**src/rtl/led_fault_seq.sv**
```systemverilog
module led_fault_seq #(
  parameter int N_STR       = 4,
  parameter int CLK_HZ      = 2_000_000,
  parameter int DEGLITCH_US = 50,
  parameter int SHDN_LIMIT  = 131072
) (
  input  logic             clk,
  input  logic             rst_n,
  input  logic             en_pwm,
  input  logic [((N_STR > 1) ? $clog2(N_STR) : 1)-1:0] sel,
  input  logic             supply_rise,
  input  logic             supply_low,
  input  logic             supply_high,
  input  logic [N_STR-1:0] led_short,
  input  logic [N_STR-1:0] led_ok,
  input  logic             sw_ov,
  input  logic             dsc_oc,
  input  logic             dsc_drop,
  input  logic             comp_lock,
  input  logic             comp_gnd,
  output logic             boost_en,
  output logic [N_STR-1:0] sink_en,
  output logic             ss_mode,
  output logic             comp_float,
  output logic             comp_dis,
  output logic             dsc_on,
  output logic             shdn_o
);

  localparam int SEL_W   = (N_STR > 1) ? $clog2(N_STR) : 1;
  localparam int DEG_CNT = (CLK_HZ / 1000) * DEGLITCH_US / 1000;
  localparam int DEG_W   = $clog2(DEG_CNT + 1);
  localparam int SD_W    = $clog2(SHDN_LIMIT + 1);
  localparam logic [DEG_W-1:0] DEG_LAST = DEG_W'(DEG_CNT - 1);
  localparam logic [SD_W-1:0]  SD_TOP   = SD_W'(SHDN_LIMIT);

  typedef enum logic [1:0] {S_OFF, S_SOFT, S_RUN, S_GAP} st_t;
  typedef enum logic [2:0] {OC_NONE, OC_TRIP, OC_BOOST_OFF, OC_DRAIN, OC_DEAD} oc_t;

  st_t             state, state_n;
  oc_t             oc_ph;
  logic            ss_done;
  logic [SD_W-1:0] sd_cnt;
  logic [DEG_W-1:0] uv_cnt, ov_cnt;
  logic            uv_ok, ov_act, pwr_good;
  logic            short_lat, swov_lat, hard;
  logic [N_STR-1:0] sel_mask;
  logic            all_ok, run_on;

  // shutdown timer: saturating, cleared while enable is high
  always_ff @(posedge clk or negedge rst_n)
    if (!rst_n)               sd_cnt <= '0;
    else if (en_pwm)          sd_cnt <= '0;
    else if (sd_cnt != SD_TOP) sd_cnt <= sd_cnt + SD_W'(1);

  assign shdn_o = (sd_cnt == SD_TOP);

  always_ff @(posedge clk or negedge rst_n)
    if (!rst_n) begin
      uv_cnt <= '0;
      uv_ok  <= 1'b0;
    end else begin
      if (!supply_low)              uv_cnt <= '0;
      else if (uv_cnt != DEG_LAST)  uv_cnt <= uv_cnt + DEG_W'(1);
      if (supply_low && uv_cnt == DEG_LAST) uv_ok <= 1'b0;
      else if (supply_rise)                 uv_ok <= 1'b1;
    end

  always_ff @(posedge clk or negedge rst_n)
    if (!rst_n) begin
      ov_cnt <= '0;
      ov_act <= 1'b0;
    end else begin
      if (!supply_high)             ov_cnt <= '0;
      else if (ov_cnt != DEG_LAST)  ov_cnt <= ov_cnt + DEG_W'(1);
      if (!supply_high)             ov_act <= 1'b0;
      else if (ov_cnt == DEG_LAST)  ov_act <= 1'b1;
    end

  assign pwr_good = uv_ok & ~ov_act;

  for (genvar gi = 0; gi < N_STR; gi++) begin : g_sel
    assign sel_mask[gi] = (SEL_W'(gi) <= sel);
  end

  assign all_ok = &(led_ok | ~sel_mask);

  always_comb begin
    state_n = state;
    if (shdn_o || !pwr_good) state_n = S_OFF;
    else begin
      case (state)
        S_OFF:   if (en_pwm) state_n = S_SOFT;
        S_SOFT:  if (!en_pwm) state_n = S_GAP;
                 else if (all_ok) state_n = S_RUN;
        S_RUN:   if (!en_pwm) state_n = S_GAP;
        S_GAP:   if (en_pwm) state_n = ss_done ? S_RUN : S_SOFT;
        default: state_n = S_OFF;
      endcase
    end
  end

  always_ff @(posedge clk or negedge rst_n)
    if (!rst_n) begin
      state   <= S_OFF;
      ss_done <= 1'b0;
    end else begin
      state   <= state_n;
      ss_done <= (state_n == S_RUN) | (ss_done & (state_n != S_OFF));
    end

  // set-dominant fault latches
  always_ff @(posedge clk or negedge rst_n)
    if (!rst_n) begin
      short_lat <= 1'b0;
      swov_lat  <= 1'b0;
    end else begin
      short_lat <= (|led_short) | (short_lat & ~shdn_o);
      swov_lat  <= sw_ov | (swov_lat & ~shdn_o);
    end

  always_ff @(posedge clk or negedge rst_n)
    if (!rst_n) oc_ph <= OC_NONE;
    else if (shdn_o) oc_ph <= dsc_oc ? OC_TRIP : OC_NONE;
    else begin
      case (oc_ph)
        OC_NONE:      if (dsc_oc)    oc_ph <= OC_TRIP;
        OC_TRIP:      if (dsc_drop)  oc_ph <= OC_BOOST_OFF;
        OC_BOOST_OFF: if (comp_lock) oc_ph <= OC_DRAIN;
        OC_DRAIN:     if (comp_gnd)  oc_ph <= OC_DEAD;
        default:      oc_ph <= oc_ph;
      endcase
    end

  assign hard   = short_lat | swov_lat;
  assign run_on = (state == S_SOFT) | (state == S_RUN);

  assign boost_en   = run_on & ~hard & ~ov_act &
                      (oc_ph == OC_NONE || oc_ph == OC_TRIP || oc_ph == OC_DEAD);
  assign sink_en    = (run_on && !hard && oc_ph != OC_DRAIN) ? sel_mask : '0;
  assign ss_mode    = run_on & ~hard & ((state == S_SOFT) | (oc_ph == OC_DEAD));
  assign comp_float = (state == S_GAP) & (oc_ph != OC_DRAIN);
  assign comp_dis   = (oc_ph == OC_DRAIN);
  assign dsc_on     = (state != S_OFF) & (oc_ph == OC_NONE) & ~swov_lat;

  AST_PWM_LOW_OFF: assert property (@(posedge clk) disable iff (!rst_n)
    !en_pwm |=> (!boost_en && sink_en == '0));
  AST_EN_NO_SHDN: assert property (@(posedge clk) disable iff (!rst_n)
    en_pwm |=> !shdn_o);
  AST_SHDN_SAT: assert property (@(posedge clk) disable iff (!rst_n)
    (shdn_o && !en_pwm) |=> shdn_o);
  AST_SHORT_OFF: assert property (@(posedge clk) disable iff (!rst_n)
    (|led_short) |=> (!boost_en && sink_en == '0));
  AST_SWOV_OFF: assert property (@(posedge clk) disable iff (!rst_n)
    sw_ov |=> (!boost_en && !dsc_on));
  AST_OC_OPEN: assert property (@(posedge clk) disable iff (!rst_n)
    dsc_oc |=> !dsc_on);
  AST_OV_STOP: assert property (@(posedge clk) disable iff (!rst_n)
    (supply_high && ov_cnt == DEG_LAST) |=> !boost_en);
  AST_SET_DOM: assert property (@(posedge clk) disable iff (!rst_n)
    ((|led_short) && shdn_o) |=> short_lat);

endmodule

```
**config.mk**
```make
export PLATFORM = sky130hd
export DESIGN_NAME = led_fault_seq
export DESIGN_NICKNAME = d
export VERILOG_FILES = /design/src/rtl/led_fault_seq.sv
export SDC_FILE = /design/constraint.sdc
export NUM_CORES = 1
export LEC_CHECK = 0
export BUFFER_PORTS_ARGS = -buffer_cell sky130_fd_sc_hd__buf_2
export CORE_ASPECT_RATIO = 1.25
export CORE_MARGIN = 2
export CORE_UTILIZATION = 60
export CTS_CLUSTER_SIZE = 24
export DETAILED_ROUTE_END_ITERATION = 16
export MAX_ROUTING_LAYER = met4
export PLACE_DENSITY = 0.86
export SYNTH_ARGS = -nofsm -noshare
export SYNTH_HDL_FRONTEND = slang
export SYNTH_SLANG_ARGS = --single-unit
```
**constraint.sdc**
```tcl
create_clock -name clk -period 5.2 [get_ports clk]
set_clock_uncertainty 0.2 [all_clocks]
set_input_delay 1.04 -clock clk [delete_from_list [all_inputs] [get_ports clk]]
set_output_delay 1.04 -clock clk [all_outputs]
set_load 0.1 [all_outputs]
```
==> flow_summary.json, run 1 <==
{
  "wire_per_inst_microns": 14.1,
  "firstDrtPassIters": 4,
  "vias_per_cell": 5.74,
  "antenna_cells": 0,
  "port_buffers": 30,
  "start_util_pct": 62.0,
  "clk_path_buf_depth": 2,
  "num-fill-cells": 314,
  "post_cts_buffers": 0,
  "cp_top_family": "buffers and inverters",
  "syn_inst": 243,
  "arrival_ns": 2.02,
  "fin_crit_sh_pct": 62.6,
  "synth-edff-count": 0,
  "drc": 0,
  "endpoint_kind": "output port",
  "syn_nets": 272,
  "grt_pass1_wl_mm": 7.96,
  "drt-initial-drc-count": 64,
  "ctsHoldBuffers": 0,
  "ir_drop_v": 0.000229,
  "die_x_microns": 59.7,
  "fin_crit_ns": 3.26,
  "worst-path-buf-inv": 2,
  "overflow": 0,
  "ys_seq_elements": 42,
  "grt_pass1_vias": 1862,
  "die_y_microns": 73.7,
  "synth_async_sr_flop_share_pct": 100,
  "max_freq_ghz": 0.307,
  "cts.sinks": 42,
  "multi_input_area_sq_um": 1230,
  "ys_types": 47,
  "clkTransAtPathRegs_ns": 0.08,
  "yosysTopAreaCellShare_pct": 45.1,
  "cts_buffers": 5,
  "grt_usage_pct": 24.7,
  "ys_warn_count": 0,
  "insertion_delay_ns": 0.30,
  "finalMaxSlewViolations": 0,
  "critical_path_peak_fanout": 6,
  "ios": 31,
  "crit_path_start_kind": "flop",
  "cp.required_ns": 3.96,
  "relSlewSlack_pct": 38.1,
  "area_growth_pct": 12.1,
  "tightest_slew_ns": 0.929,
  "ys_seq_area_share_pct": 45.1,
  "regArea_sq_um": 1050,
  "netlist_area_sq_um": 2330,
  "fin_tns_setup_ns": 0,
  "power_leakage_nw": 1.21,
  "avgSynthCellArea_sq_um": 9.58,
  "std_cell_rows": 25,
  "root_buffer": "clkbuf_8",
  "power_uw": 869,
  "drv_cap": 0,
  "status": "finished clean",
  "drtAntennaViolNets": 0,
  "rsz0062_at_grt": "no",
  "htree_levels": 2,
  "crit_path_cell_trace": "inv_1, ha_1, nand2_1, a2111oi_2, buf_2",
  "gp_congestion": 0.812,
  "slowest_stage": "buf_2",
  "place_area_sq_um": 2520,
  "cts_tree": "built",
  "ys.flop_type": "dfrtp_1",
  "setup.worst_path.class": "flop to output port",
  "grt_max_degree": 43,
  "yosys.area.top_type": "dfrtp_1",
  "cts-resized-gates": 0,
  "netlist_top_cells_area": "dfrtp_1 (45%), nor2_1 (5.3%), xnor2_1 (5.3%)",
  "finalHoldViolCount": 0,
  "hold_class": "flop to flop",
  "critPathMaxStageDelay_ns": 0.49,
  "fin_nets": 306,
  "final_cell_area_sq_um": 2610,
  "vias": 1824,
  "core_sq_um": 3750,
  "antenna_found_initial": 0,
  "dp_hpwl_mm": 3.42,
  "setup_viol": 0,
  "powerDensity_nw_per_um2": 333,
  "die_area_sq_um": 4400,
  "wl_mm": 4.48,
  "drive_gt1_share_pct": 18.3
}
-- synthesized netlist by cell type, drive strengths merged, types with 2 or more instances --
master  count
or3         3
xor2       11
inv        11
o21ai       2
buf         2
xnor2      14
nor4        4
or2         2
mux2i       4
a21oi      11
ha          8
nor3        5
or3b        2
nor4b       2
nand3      20
and3        6
dfrtp      42
nand4       4
nor2b       7
nor2       33
and2       13
a21boi      2
nand2      15
-- registers in the layout, indices dropped and copies added, names as in the netlist, named ones only --
register	flops
uv_cnt	7
state	2
oc_ph	3
uv_ok	1
ov_cnt	7
ov_act	1
swov_lat	1
sd_cnt	18
short_lat	1
-- cells by family (layout without fill, tap and decap cells) --
logic type                 Yosys count  in the layout  share of synthesized area (%)
and+or+nand+nor                    122            122                           28.2
DFF                                 42             42                           45.1
AOI/OAI and AO/OA                   26             26                           7.36
xor gates and xnor gates            25             25                           9.40
buffers and inverters               14             49                           2.47
adders and majority gates            8              8                           4.30
muxes                                6              6                           3.17
-- per-layer routing --
| layer | global-route usage, % | share of wire (%) | vias to the layer above |
|---|---|---|---|
| li1 | - | - | 903 |
| met1 | 26.3 | 41 | 894 |
| met2 | 44.2 | 55 | 21 |
| met3 | 4.75 | 1.8 | 6 |
| met4 | 9.14 | 1.8 | 0 |
| met5 | - | 0 | - |
-- per-stage QoR --
step	hold slack, ns	setup slack (ns)	util, %	cells
6_report	0.283	1.94	69.6	318
5_1_grt	0.331	1.83	69.6	318
4_1_cts	0.287	1.91	69.6	318
3_5_place_dp	0.268	2.25	67.1	310
3_3_place_gp	0.267	2.27	67.1	310
2_1_floorplan	0.247	0.128	-	243
-- worst reg2reg max path, stage by stage (launching register included) --
cell	delay, ns
dfrtp_1	0.44
inv_1	0.11
ha_1	0.27
inv_1	0.08
o21ai_0	0.08
o32ai_1	0.38
or4b_1	0.48
a21oi_1	0.14
-- power by group --
| group | internal, mW | leakage (nW) | switching (mW) |
|---|---|---|---|
| registers | 0.357 | 0.549 | 0.0437 |
| logic | 0.105 | 0.625 | 0.152 |
| clock network | 0.0958 | 0.0408 | 0.115 |
-- area by class of cell --
class                   instances  share of cell area, %
flip-flops and latches         42                   40.2
inverters                      11                   1.58
repair buffers                 30                   5.75
clock buffers                   5                   2.64
multi-input cells             187                   47.0
well taps                      40                   1.92
clock inverters                 3                  0.910
-- final timing paths --
path | startpoint | to | slack (ns) | cells past startpoint
max in group asynchronous | rst_n | state[1] | 3.55 | 1
min in group asynchronous | rst_n | sd_cnt[17] | 0.68 | 1
worst max register to register | state[0] | flop | 2.94 | 7
worst min-delay path | short_lat | short_lat | 0.28 | 2
worst max-delay path | state[0] | boost_en | 1.94 | 5
worst min register to register | short_lat | short_lat | 0.28 | 2
-- placed cells by master (no fill, tap or decap), types with 4 or more instances in the layout --
cell type	n
xor2_1	11
ha_1	8
nand3_1	20
buf_2	30
dfrtp_1	42
nand4_1	4
nor2_1	33
and2_1	13
xnor2_1	14
and3_1	6
nor2b_1	7
inv_1	11
clkbuf_8	5
a21oi_1	11
mux2i_1	4
nand2_1	15
No activity file was read; power rests on OpenSTA's default activity.
==> run 2: changes to the inputs <==
--- a/config.mk
+++ b/config.mk
@@ -8,11 +8,11 @@
 export BUFFER_PORTS_ARGS = -buffer_cell sky130_fd_sc_hd__buf_2
 export CORE_ASPECT_RATIO = 1.25
 export CORE_MARGIN = 2
-export CORE_UTILIZATION = 60
+export CORE_UTILIZATION = 52
 export CTS_CLUSTER_SIZE = 24
 export DETAILED_ROUTE_END_ITERATION = 16
 export MAX_ROUTING_LAYER = met4
-export PLACE_DENSITY = 0.86
+export PLACE_DENSITY = 0.79
 export SYNTH_ARGS = -nofsm -noshare
 export SYNTH_HDL_FRONTEND = slang
 export SYNTH_SLANG_ARGS = --single-unit
==> constraint.sdc (replaced) <==
create_clock -name clk -period 2.8 [get_ports clk]
set_clock_uncertainty 0.2 [all_clocks]
set_input_delay 0.56 -clock clk [delete_from_list [all_inputs] [get_ports clk]]
set_output_delay 0.56 -clock clk [all_outputs]
set_load 0.1 [all_outputs]
==> run 2 against run 1 <==
Against the previous run: core utilization fell by 7.4 points; worst hold slack got worse by 0.091 ns; design area rose by 3.8%.
==> flow_summary.json, run 2 (synthesis results as in run 1) <==
{
  "vias": 1835,
  "rsz0062_at_grt": "no",
  "regArea_sq_um": 1050,
  "final_cell_area_sq_um": 2710,
  "tightest_slew_ns": 0.900,
  "clk_path_buf_depth": 2,
  "cts.sinks": 42,
  "insertion_delay_ns": 0.29,
  "grt_pass1_wl_mm": 7.44,
  "hold_class": "input port to async pin",
  "fin_crit_sh_pct": 96.6,
  "drtAntennaViolNets": 0,
  "largest_register_ffs": 18,
  "overflow": 0,
  "top_layer": "met4",
  "core_sq_um": 4360,
  "ios": 31,
  "critPathMaxStageDelay_ns": 0.44,
  "power_leakage_nw": 1.23,
  "layout_commonest_cell": "dfrtp_1",
  "wl_met3_microns": 138,
  "cts_tree": "built",
  "crit_path_start_kind": "flop",
  "drc": 0,
  "drt-initial-drc-count": 79,
  "area_growth_pct": 16.4,
  "htree_levels": 2,
  "post_cts_buffers": 0,
  "port_buffers": 30,
  "ir_drop_v": 0.000393,
  "gp_congestion": 0.804,
  "utilization_pct": 62.2,
  "antenna_found_initial": 0,
  "dp_hpwl_mm": 3.14,
  "die_area_sq_um": 5030,
  "finalMaxSlewViolations": 0,
  "grt_max_degree": 43,
  "cts-resized-gates": 4,
  "grt_pass1_vias": 1765,
  "clkTransAtPathRegs_ns": 0.08,
  "firstDrtPassIters": 4,
  "place_area_sq_um": 2610,
  "fin_crit_ns": 2.70,
  "max_freq_ghz": 0.370,
  "r2r_start": "state[0]",
  "endpoint_kind": "output port",
  "antenna_cells": 0,
  "finalHoldViolCount": 0,
  "start_util_pct": 53.4,
  "wl_met2_mm": 2.26,
  "cp_top_family": "simple AND/OR/NAND/NOR gates",
  "setup_viol": 0,
  "wirelength_met1_mm": 1.79,
  "die_y_microns": 78.8,
  "powerDensity_nw_per_um2": 604,
  "fin_tns_setup_ns": 0,
  "critical_path_peak_fanout": 6,
  "die_x_microns": 63.9,
  "wire_per_inst_microns": 12.6,
  "wl_mm": 4.24,
  "arrival_ns": 1.94,
  "worst-path-buf-inv": 2,
  "std_cell_rows": 27,
  "crit_path_cell_trace": "inv_1, ha_1, nand2_1, nor2_4, and3_4, buf_4",
  "r2r_setup_slack_ns": 0.58,
  "grt_usage_pct": 19.1,
  "status": "finished clean",
  "relSlewSlack_pct": 40.0,
  "drv_cap": 0,
  "reg2reg_depth": 7,
  "final_cell_mix": "dfrtp_1 (42), nor2_1 (31), buf_2 (26), nand3_1 (20), nand2_1 (15)",
  "num-fill-cells": 375,
  "root_buffer": "clkbuf_8",
  "post-place-cells": 328,
  "slowest_stage": "dfrtp_1",
  "reg_top3": "sd_cnt (18), ov_cnt (7), uv_cnt (7)",
  "finalNonFillerCells": 336,
  "cts_buffers": 5,
  "multi_input_area_sq_um": 1290,
  "cp.required_ns": 2.04,
  "vias_per_cell": 5.46,
  "regMostFlops": "sd_cnt",
  "ctsHoldBuffers": 0,
  "setup.worst_path.class": "flop to output port",
  "fin_nets": 306,
  "drive_gt1_share_pct": 21.2
}
==> run 2: cell count changes in the layout (fill, tap and decap cells not counted), sizes merged <==
cell      before  now
clkbuf         5    7
clkinvlp       2    0
clkinv         0    1
inv           12   11
==> run 2: worst max-delay path by stage <==
stage,start,end,cells past startpoint
2_1_floorplan,state[0],boost_en,4
3_5_place_dp,state[0],sink_en[3],6
3_3_place_gp,state[0],sink_en[3],6
6_report,state[0],sink_en[3],6
4_1_cts,state[0],sink_en[3],6
5_1_grt,sd_cnt[10],shdn_o,4
==> run 2: metrics by stage <==
step                hold WS (ns)  power, mW  worst slack [ns]
detailed placement         0.269       1.26             0.275
global placement           0.265       1.23             0.352
CTS                        0.221       1.65            0.0733
finish                     0.192       1.64            0.0959
global route               0.238       1.73           0.00227
floorplan                 0.0644       1.14           -0.0170
==> run 2: area by class of cell <==
class | instances | area share (%)
multi-input cells | 187 | 47.7
flip-flops and latches | 42 | 38.8
repair buffers | 30 | 5.91
clock buffers | 7 | 3.19
well taps | 58 | 2.68
inverters | 11 | 1.52
clock inverters | 1 | 0.185
==> run 2: per-layer routing <==
metal	track usage (%)	vias to the layer above
li1	-	905
met1	21.8	895
met2	33.3	30
met3	4.39	5
met4	5.87	0
met5	-	-
==> run 2: power by group <==
part | switching, mW | total (mW) | internal [mW]
clock network | 0.194 | 0.393 | 0.199
logic | 0.288 | 0.492 | 0.204
registers | 0.0901 | 0.752 | 0.662
==> run 3: changes to the inputs <==
==> config.mk (replaced) <==
export PLATFORM = sky130hd
export DESIGN_NAME = led_fault_seq
export DESIGN_NICKNAME = d
export VERILOG_FILES = /design/src/rtl/led_fault_seq.sv
export SDC_FILE = /design/constraint.sdc
export NUM_CORES = 1
export LEC_CHECK = 0
export BUFFER_PORTS_ARGS = -buffer_cell sky130_fd_sc_hd__buf_4
export CORE_ASPECT_RATIO = 1.25
export CORE_MARGIN = 2
export CORE_UTILIZATION = 35
export CTS_CLUSTER_SIZE = 24
export DETAILED_ROUTE_END_ITERATION = 16
export MAX_ROUTING_LAYER = met4
export PLACE_DENSITY = 0.58
export SYNTH_ARGS = -nofsm -noshare
export SYNTH_HDL_FRONTEND = slang
export SYNTH_SLANG_ARGS = --single-unit
==> run 3 against run 2 <==
Against the previous run: sequential power hardly changed; worst hold slack worse by 0.14 ns; highest routed layer unchanged; count of clock-buffer cells in the layout is 1 lower; largest cell class unchanged.
==> flow_summary.json, run 3 (synthesis results as in run 1) <==
{
  "crit_path_cell_trace": "inv_1, ha_1, nand2_1, nor2_4, and3_4, buf_4",
  "area_growth_pct": 21.8,
  "worst-path-buf-inv": 2,
  "drtAntennaViolNets": 0,
  "setup.worst_path.class": "flop to output port",
  "die_area_sq_um": 7330,
  "dp_hpwl_mm": 3.29,
  "endpoint_kind": "output port",
  "crit_path_start_kind": "flop",
  "core_sq_um": 6480,
  "setup_viol": 0,
  "setup_ws_ns": 0.127,
  "cts_buffers": 5,
  "port_buffers": 30,
  "die_y_microns": 95.2,
  "post-place-ws_ns": 0.447,
  "firstDrtPassIters": 4,
  "cts.sinks": 42,
  "antenna_found_initial": 0,
  "regMostFlops": "sd_cnt",
  "drv_cap": 0,
  "root_buffer": "clkbuf_8",
  "fin_nets": 306,
  "vias": 1791,
  "final_cell_area_sq_um": 2840,
  "gp_congestion": 0.779,
  "clk_path_buf_depth": 2,
  "met1_usage_pct": 17.1,
  "largest_register_ffs": 18,
  "fin_crit_ns": 2.67,
  "grt_pass1_vias": 1724,
  "wire_per_inst_microns": 12.3,
  "htree_levels": 2,
  "rsz0062_at_grt": "no",
  "status": "finished clean",
  "reg_top3": "sd_cnt (18), ov_cnt (7), uv_cnt (7)",
  "ir_drop_v": 0.000284,
  "ctsHoldBuffers": 0,
  "powerDensity_nw_per_um2": 614,
  "layout_commonest_cell": "dfrtp_1",
  "start_util_pct": 35.9,
  "power_leakage_nw": 1.26,
  "grt-busiest-layer": "met2",
  "cts_tree": "built",
  "insertion_delay_ns": 0.29,
  "fin_crit_sh_pct": 95.5,
  "finalHoldViolCount": 0,
  "final_cell_mix": "dfrtp_1 (42), nor2_1 (31), buf_4 (29), nand3_1 (20), nand2_1 (15)",
  "std_cell_rows": 33,
  "die_x_microns": 77.0,
  "grt_usage_pct": 13.7,
  "drt-initial-drc-count": 69,
  "finalMaxSlewViolations": 0,
  "clkTransAtPathRegs_ns": 0.08,
  "overflow": 0,
  "critical_path_peak_fanout": 6,
  "gr-usage-met2_pct": 22.4,
  "post_cts_buffers": 0,
  "vias_per_cell": 4.92,
  "r2r_setup_slack_ns": 0.56,
  "antenna_cells": 0,
  "cp_top_family": "simple AND/OR/NAND/NOR gates",
  "ios": 31,
  "hold_class": "input port to async pin",
  "grt_pass1_wl_mm": 7.91,
  "tightest_slew_ns": 0.531,
  "arrival_ns": 1.91,
  "max_freq_ghz": 0.374,
  "place_area_sq_um": 2720,
  "critPathMaxStageDelay_ns": 0.44,
  "drc": 0,
  "drive_gt1_share_pct": 21.3,
  "slowest_stage": "dfrtp_1",
  "relSlewSlack_pct": 64.6,
  "grt_max_degree": 43,
  "grt_use_met3_pct": 2.37,
  "cp.required_ns": 2.04,
  "wl_mm": 4.49
}
[run 3: changes by cell type in the layout (fill, tap and decap cells not counted), sizes merged]
cell,before,now
clkinv,1,0
clkbuf,7,6
bufinv,0,1
[run 3: worst paths after layout]
kind,endpoint,startpoint,depth (start not counted)
min reg2reg,short_lat,short_lat,2
min,sd_cnt[6],rst_n,1
max in group asynchronous,uv_cnt[2],rst_n,1
max,sink_en[3],state[0],6
min in group clk,swov_lat,sw_ov,2
max reg2reg,flop,state[0],7
[run 3: where the power goes]
part | switching (mW) | total (mW) | internal (mW) | leakage (nW)
registers | 0.0922 | 0.754 | 0.662 | 0.549
logic | 0.284 | 0.501 | 0.217 | 0.651
clock network | 0.200 | 0.485 | 0.285 | 0.0573
total | 0.576 | 1.74 | 1.16 | 1.26
[run 3: worst reg2reg max path, cell delays in order (launching register included)]
cell and delay [ns]:
dfrtp_1 0.44, inv_1 0.11, ha_1 0.30, inv_1 0.10, o21ai_0 0.08, o32ai_1 0.31
or4b_1 0.49, a21oi_1 0.14
[run 3: what timing repair did]
action | CTS | global route
hold endpoints to repair | 0 | 0
gates resized for setup | 0 | 1
setup endpoints to repair | 0 | 1
[run 3: final cells by class]
| class | instances | area (sq um) |
|---|---|---|
| Clock buffer | 6 | 82.6 |
| Clock inverter | 1 | 30.0 |
| Fill cell | 631 | 3650 |
| Inverter | 11 | 41.3 |
| Multi-Input combinational cell | 187 | 1290 |
| Sequential cell | 42 | 1050 |
| Tap cell | 87 | 109 |
| Timing Repair Buffer | 30 | 229 |
[run 3: through the flow]
step	hold WS, ns	TNS [ns]	util (%)	total power [mW]	std cells
5_1_grt	0.0926	0	43.8	1.85	364
3_5_place_dp	0.303	0	42.0	1.27	357
2_1_floorplan	0.0644	-0.0170	-	1.14	243
3_3_place_gp	0.293	0	42.0	1.26	357
4_1_cts	0.0714	0	43.7	1.76	364
6_report	0.0519	0	43.8	1.74	364
[run 3: metal layers]
| metal | part of all wire (%) | vias up |
|---|---|---|
| met5 | 0 | - |
| met4 | 1.7 | 0 |
| met3 | 3.6 | 6 |
| met2 | 47 | 36 |
| met1 | 48 | 849 |
| li1 | - | 900 |
